## src/rtl/ctlreg_pkg.sv

```systemverilog
package ctlreg_pkg;

  typedef enum logic [1:0] {
    FLT_NONE   = 2'd0,
    FLT_BADIDX = 2'd1,
    FLT_PROT   = 2'd2
  } flt_e;

  localparam int NSLOT   = 5;
  localparam int SLOT_W  = $clog2(NSLOT);

  localparam int SL_CTL  = 0;
  localparam int SL_FADR = 1;
  localparam int SL_PTB  = 2;
  localparam int SL_FEAT = 3;
  localparam int SL_PRIO = 4;

  localparam int B_PROT  = 0;
  localparam int B_NWT   = 29;
  localparam int B_CDIS  = 30;
  localparam int B_PAGE  = 31;
  localparam int B_PAE   = 5;

  localparam logic [63:0] CTL_RST = 64'h0000_0000_6000_0010;

endpackage

```

## src/rtl/ctlreg_idx_map.sv

```systemverilog
module ctlreg_idx_map
  import ctlreg_pkg::*;
#(
  parameter int IDX_W = 4
) (
  input  logic [IDX_W-1:0]  idx,
  output logic              ok,
  output logic [SLOT_W-1:0] slot
);

  always_comb begin
    ok   = 1'b1;
    slot = '0;
    case (idx)
      IDX_W'(0): slot = SLOT_W'(SL_CTL);
      IDX_W'(2): slot = SLOT_W'(SL_FADR);
      IDX_W'(3): slot = SLOT_W'(SL_PTB);
      IDX_W'(4): slot = SLOT_W'(SL_FEAT);
      IDX_W'(8): slot = SLOT_W'(SL_PRIO);
      default:   ok   = 1'b0;
    endcase
  end

endmodule

```

## src/rtl/ctlreg_wr_rules.sv

```systemverilog
module ctlreg_wr_rules
  import ctlreg_pkg::*;
#(
  parameter int XLEN     = 64,
  parameter int CTL_HI   = 32,
  parameter int FEAT_HI  = 11,
  parameter int PRIO_HI  = 4
) (
  input  logic              req,
  input  logic              ok,
  input  logic [SLOT_W-1:0] slot,
  input  logic [XLEN-1:0]   data,
  input  logic              in_long,
  input  logic              lme,
  input  logic [XLEN-1:0]   cur_feat,
  output flt_e              code
);

  logic ctl_bad, feat_bad, prio_bad;

  always_comb begin
    ctl_bad = ((data >> CTL_HI) != '0)
            || (data[B_PAGE] && !data[B_PROT])
            || (data[B_NWT]  && !data[B_CDIS])
            || (data[B_PAGE] && lme && !cur_feat[B_PAE]);
    feat_bad = ((data >> FEAT_HI) != '0) || (in_long && !data[B_PAE]);
    prio_bad = (data >> PRIO_HI) != '0;
  end

  always_comb begin
    code = FLT_NONE;
    if (req) begin
      if (!ok) begin
        code = FLT_BADIDX;
      end else begin
        case (slot)
          SLOT_W'(SL_CTL):  if (ctl_bad)  code = FLT_PROT;
          SLOT_W'(SL_FEAT): if (feat_bad) code = FLT_PROT;
          SLOT_W'(SL_PRIO): if (prio_bad) code = FLT_PROT;
          default:          code = FLT_NONE;
        endcase
      end
    end
  end

endmodule

```

## src/rtl/ctlreg_bank.sv

```systemverilog
module ctlreg_bank
  import ctlreg_pkg::*;
#(
  parameter int          XLEN    = 64,
  parameter logic [63:0] CTL_INI = CTL_RST
) (
  input  logic                        clk,
  input  logic                        rst,
  input  logic                        we,
  input  logic [SLOT_W-1:0]           wslot,
  input  logic [XLEN-1:0]             wdata,
  output logic [NSLOT-1:0][XLEN-1:0]  q
);

  for (genvar s = 0; s < NSLOT; s++) begin : g_slot
    localparam logic [XLEN-1:0] INI = (s == SL_CTL) ? XLEN'(CTL_INI) : '0;
    always_ff @(posedge clk) begin
      if (rst)
        q[s] <= INI;
      else if (we && wslot == SLOT_W'(s))
        q[s] <= wdata;
    end
  end

  a_r9_hold_when_idle: assert property (@(posedge clk) disable iff (rst)
    !we |=> $stable(q));

  a_r8_prio_narrow: assert property (@(posedge clk) disable iff (rst)
    (q[SL_PRIO] >> 4) == '0);

  a_r7_feat_narrow: assert property (@(posedge clk) disable iff (rst)
    (q[SL_FEAT] >> 11) == '0);

  a_r4_page_needs_prot: assert property (@(posedge clk) disable iff (rst)
    q[SL_CTL][B_PAGE] |-> q[SL_CTL][B_PROT]);

  a_r4_nwt_needs_cdis: assert property (@(posedge clk) disable iff (rst)
    q[SL_CTL][B_NWT] |-> q[SL_CTL][B_CDIS]);

endmodule

```

## src/rtl/ctlreg_guard.sv

```systemverilog
module ctlreg_guard
  import ctlreg_pkg::*;
#(
  parameter int XLEN  = 64,
  parameter int IDX_W = 4
) (
  input  logic             clk,
  input  logic             rst,
  input  logic [IDX_W-1:0] rd_idx,
  output logic [XLEN-1:0]  rd_data,
  output logic             rd_bad,
  input  logic             wr_en,
  input  logic [IDX_W-1:0] wr_idx,
  input  logic [XLEN-1:0]  wr_data,
  input  logic             wr_long,
  input  logic             lme,
  output logic             flt_valid,
  output logic [1:0]       flt_code
);

  logic                       r_ok, w_ok;
  logic [SLOT_W-1:0]          r_slot, w_slot;
  logic [NSLOT-1:0][XLEN-1:0] regs;
  flt_e                       fcode;
  logic                       commit;

  ctlreg_idx_map #(.IDX_W(IDX_W)) u_rmap (.idx(rd_idx), .ok(r_ok), .slot(r_slot));
  ctlreg_idx_map #(.IDX_W(IDX_W)) u_wmap (.idx(wr_idx), .ok(w_ok), .slot(w_slot));

  ctlreg_wr_rules #(.XLEN(XLEN)) u_rules (
    .req(wr_en), .ok(w_ok), .slot(w_slot), .data(wr_data),
    .in_long(wr_long), .lme(lme), .cur_feat(regs[SL_FEAT]), .code(fcode)
  );

  assign commit = wr_en && (fcode == FLT_NONE);

  ctlreg_bank #(.XLEN(XLEN)) u_bank (
    .clk(clk), .rst(rst), .we(commit), .wslot(w_slot), .wdata(wr_data), .q(regs)
  );

  always_comb begin
    rd_bad  = !r_ok;
    rd_data = r_ok ? regs[r_slot] : '0;
  end

  always_ff @(posedge clk) begin
    if (rst) begin
      flt_valid <= 1'b0;
      flt_code  <= FLT_NONE;
    end else begin
      flt_valid <= wr_en && (fcode != FLT_NONE);
      flt_code  <= fcode;
    end
  end

  a_r9_pulse_from_request: assert property (@(posedge clk) disable iff (rst)
    flt_valid |-> $past(wr_en));

  a_r9_quiet_code: assert property (@(posedge clk) disable iff (rst)
    !flt_valid |-> flt_code == FLT_NONE);

  a_r2_badidx_reported: assert property (@(posedge clk) disable iff (rst)
    (wr_en && !w_ok) |=> (flt_valid && flt_code == FLT_BADIDX));

  a_r6_free_slots_commit: assert property (@(posedge clk) disable iff (rst)
    (wr_en && (wr_idx == IDX_W'(2) || wr_idx == IDX_W'(3))) |=> !flt_valid);

endmodule

```

## config.mk

```make
export PLATFORM = sky130hd
export DESIGN_NAME = ctlreg_guard
export DESIGN_NICKNAME = d
export VERILOG_FILES = /design/src/rtl/ctlreg_pkg.sv /design/src/rtl/ctlreg_idx_map.sv /design/src/rtl/ctlreg_wr_rules.sv /design/src/rtl/ctlreg_bank.sv /design/src/rtl/ctlreg_guard.sv
export SDC_FILE = /design/constraint.sdc
export NUM_CORES = 1
export LEC_CHECK = 0
export ABC_AREA = 1
export BUFFER_PORTS_ARGS = -buffer_cell sky130_fd_sc_hd__buf_2
export CAP_MARGIN = 5
export CORE_ASPECT_RATIO = 1.5
export CORE_MARGIN = 2
export CORE_UTILIZATION = 55
export CTS_BUF_LIST = sky130_fd_sc_hd__clkbuf_16
export DETAILED_ROUTE_END_ITERATION = 7
export HOLD_SLACK_MARGIN = 0.15
export MAX_ROUTING_LAYER = met4
export PLACE_DENSITY = 0.83
export SLEW_MARGIN = 15
export SYNTH_ARGS = -nofsm -noshare
export SYNTH_HDL_FRONTEND = slang
export SYNTH_HIERARCHICAL = 1
export SYNTH_SLANG_ARGS = --single-unit
export TNS_END_PERCENT = 5
```

## constraint.sdc

```tcl
create_clock -name clk -period 2.8 [get_ports clk]
set_input_delay 0.56 -clock clk [delete_from_list [all_inputs] [get_ports clk]]
set_output_delay 0.56 -clock clk [all_outputs]
set_load 0.005 [all_outputs]
```

==> flow_summary.toml <==
[layout]
final_common_cell = "nand2_1"
area_growth_pct = 16.6
post-route-util_pct = 64.9
mostFrequentLayoutCells = "nand2_1, nor2_1, nand3_1"
n_antenna_cell = 0
nNetsFinal = 2965
drive_gt1_share_pct = 13.2
n_fill_cell = 2601

[clocking]
clk_latency_ns = 0.57
cts_tree = "yes"
clockRootBuffer = "clkbuf_16"
clkTransAtPathRegs_ns = 0.07
htree_levels = 1
cts_buffers = 29
cts_sinks = 323
clock_path_buffers = 3

[drt]
vias = 18500
wirelength_um = 54300
drt-pass1-iter-count = 6
route.detailed.drc = 0
final_antenna_net_count = 0
drt-vias-per-instance = 5.58
wl_per_cell_um = 16.4
drtIter0Drc = 1847

[floorplanning]
ioPinCount = 145
initial_utilization_pct = 55.6
coreArea_um2 = 30200
core.rowCount = 78
die_x_um = 147
fp.dieArea_um2 = 32000
chipHeight_um = 218

[grt]
grt.total_usage_pct = 33.5
grt_pass1_vias = 17200
grt_pass1_wl_um = 85300
grt_max_degree = 98
antenna_found_initial = 0
overflow = 0

[timing]
finalCritPeriodShare_pct = 101
finalClockSkew_ns = 0.0145
period_minus_slack_ns = 2.83
setup_ws_ns = -0.0288
max_freq_mhz = 354
finalSetupViolCount = 3
relSlewSlack_pct = 58.1
tns_ns = -0.0416
worst_pin_slew_ns = 0.629
hold_viol_final = 0
rsz0062_at_grt = "true"
drv_slew = 0

[placement]
hpwl_um = 33000
io_buffers = 144
detailedPlace.worstSlack_ns = -0.317
gp_congestion = 0.919

[synth]
avgSynthCellArea_um2 = 6.09
synth.distinct_cells = 22
netlist_instances = 2756
syn-cell-area_um2 = 16800
syn_nets = 2833
synth-seq-cells = 323
synth-warning-count = 6
ys_seq_area_share_pct = 38.5

[worst_setup_path]
startpoint_type = "input pin"
ff2ff_path_depth = 17
cp_data_required_time_ns = 2.24
r2r_start = "u_bank/q[197]"
endpoint_kind = "primary output"
ff2ff_setup_slack_ns = 0.37
worstSetupPathType = "in2out"
cp.arrival_ns = 2.27
path_max_fanout = 5
r2r_end = "u_bank/q[243]"

[run_status]
failed_checks = "negative setup slack"
status = "finished, violations left"

[hold_path]
hold_depth = 2
hold_end = "flt_code[0]"
hp-class = "in2reg"
min_from = "rst"

[power_and_ir_drop]
power.leakage_nw = 8.59
ir_worst_vdd_mv = 0.477
power_density_nw_per_um2 = 533
p_total_mw = 10.4

[run]
max-cap-violations = 0
worst max-delay path: stages:
cell and delay (ns):
buf_2 0.12, nand2_1 0.06, inv_1 0.05, nand2_2 0.09
o21ai_4 0.11, buf_4 0.17, nor2_4 0.26, buf_12 0.15
clkbuf_16 0.13, nand2_1 0.04, nand2_1 0.05, nand2_1 0.05
a21oi_1 0.26, buf_2 0.18
timing repair:
| item | 4_1_cts | 5_1_grt |
|---|---|---|
| pin swaps | 0 | 2 |
| buffers inserted | 0 | 7 |
| hold buffers | 0 | 0 |
| gates cloned | 0 | 3 |
| endpoints found under the setup margin | 1 | 45 |
| gates resized for setup | 1 | 13 |
sequential cells by signal, indices dropped and copies added (netlist names):
name and flops:
flt_code 2, flt_valid 1, u_bank/q 320
Yosys cell counts, drive strengths merged:
cell | n | share of area, %
nand2 | 897 | 20
nor2 | 713 | 16
nand3 | 451 | 13
dfxtp | 323 | 39
buf | 143 | 5.7
inv | 102 | 2.3
a21oi | 64 | 2.0
clkbuf | 54 | 1.2
o21ai | 3 | 0.089
nor3 | 2 | 0.060
a211oi | 1 | 0.045
and2 | 1 | 0.037
clkinv | 1 | 0.022
or2 | 1 | 0.037
worst max-delay path by stage:
stage	start	endpoint	slack, ns	cells past startpoint
floorplan	wr_idx[0]	u_bank/q[77]	0.06	19
global placement	wr_data[13]	u_bank/q[98]	-0.33	19
detailed placement	wr_data[13]	u_bank/q[243]	-0.32	19
CTS	rd_idx[3]	rd_data[56]	0.01	13
global route	rd_idx[1]	rd_data[45]	-0.08	14
finish	rd_idx[1]	rd_data[59]	-0.03	14
logic make-up after synthesis:
family / share of synthesized area (%)
AND/OR/NAND/NOR: 50.1
flip-flops: 38.5
buffers and inverters: 9.21
AO/OA/AOI/OAI: 2.15
metal layers:
layer  vias up  GRT usage, %  share of wire [%]
met4         0          19.0                5.3
met1      8429          38.8                 37
met2      1027          55.6                 48
met5         -             -                  0
met3       207          4.81                9.8
li1       8818             -                  -
per-stage QoR:
step / hold WS, ns / cell area (um^2) / std cells
2_1_floorplan: 0.442 / 16800 / 2756
3_3_place_gp: 0.455 / 18500 / 3247
3_5_place_dp: 0.466 / 18500 / 3247
4_1_cts: 0.263 / 19400 / 3301
5_1_grt: 0.271 / 19600 / 3311
6_report: 0.272 / 19600 / 3311
cell type report:
cell class	instances	area, um^2	area share, %
multi-input combinational	2133	8820	45.1
sequential	323	6470	33.1
timing repair buffer	298	2500	12.8
clock buffer	29	726	3.71
tap	400	500	2.56
inverter	103	404	2.07
clock inverter	25	138	0.704
report_power, final:
group,switching (mW),internal [mW]
combinational,1.17,0.680
clock,1.78,1.97
sequential,0.0778,4.75
total,3.02,7.40
(Power assumes the default switching activity.)
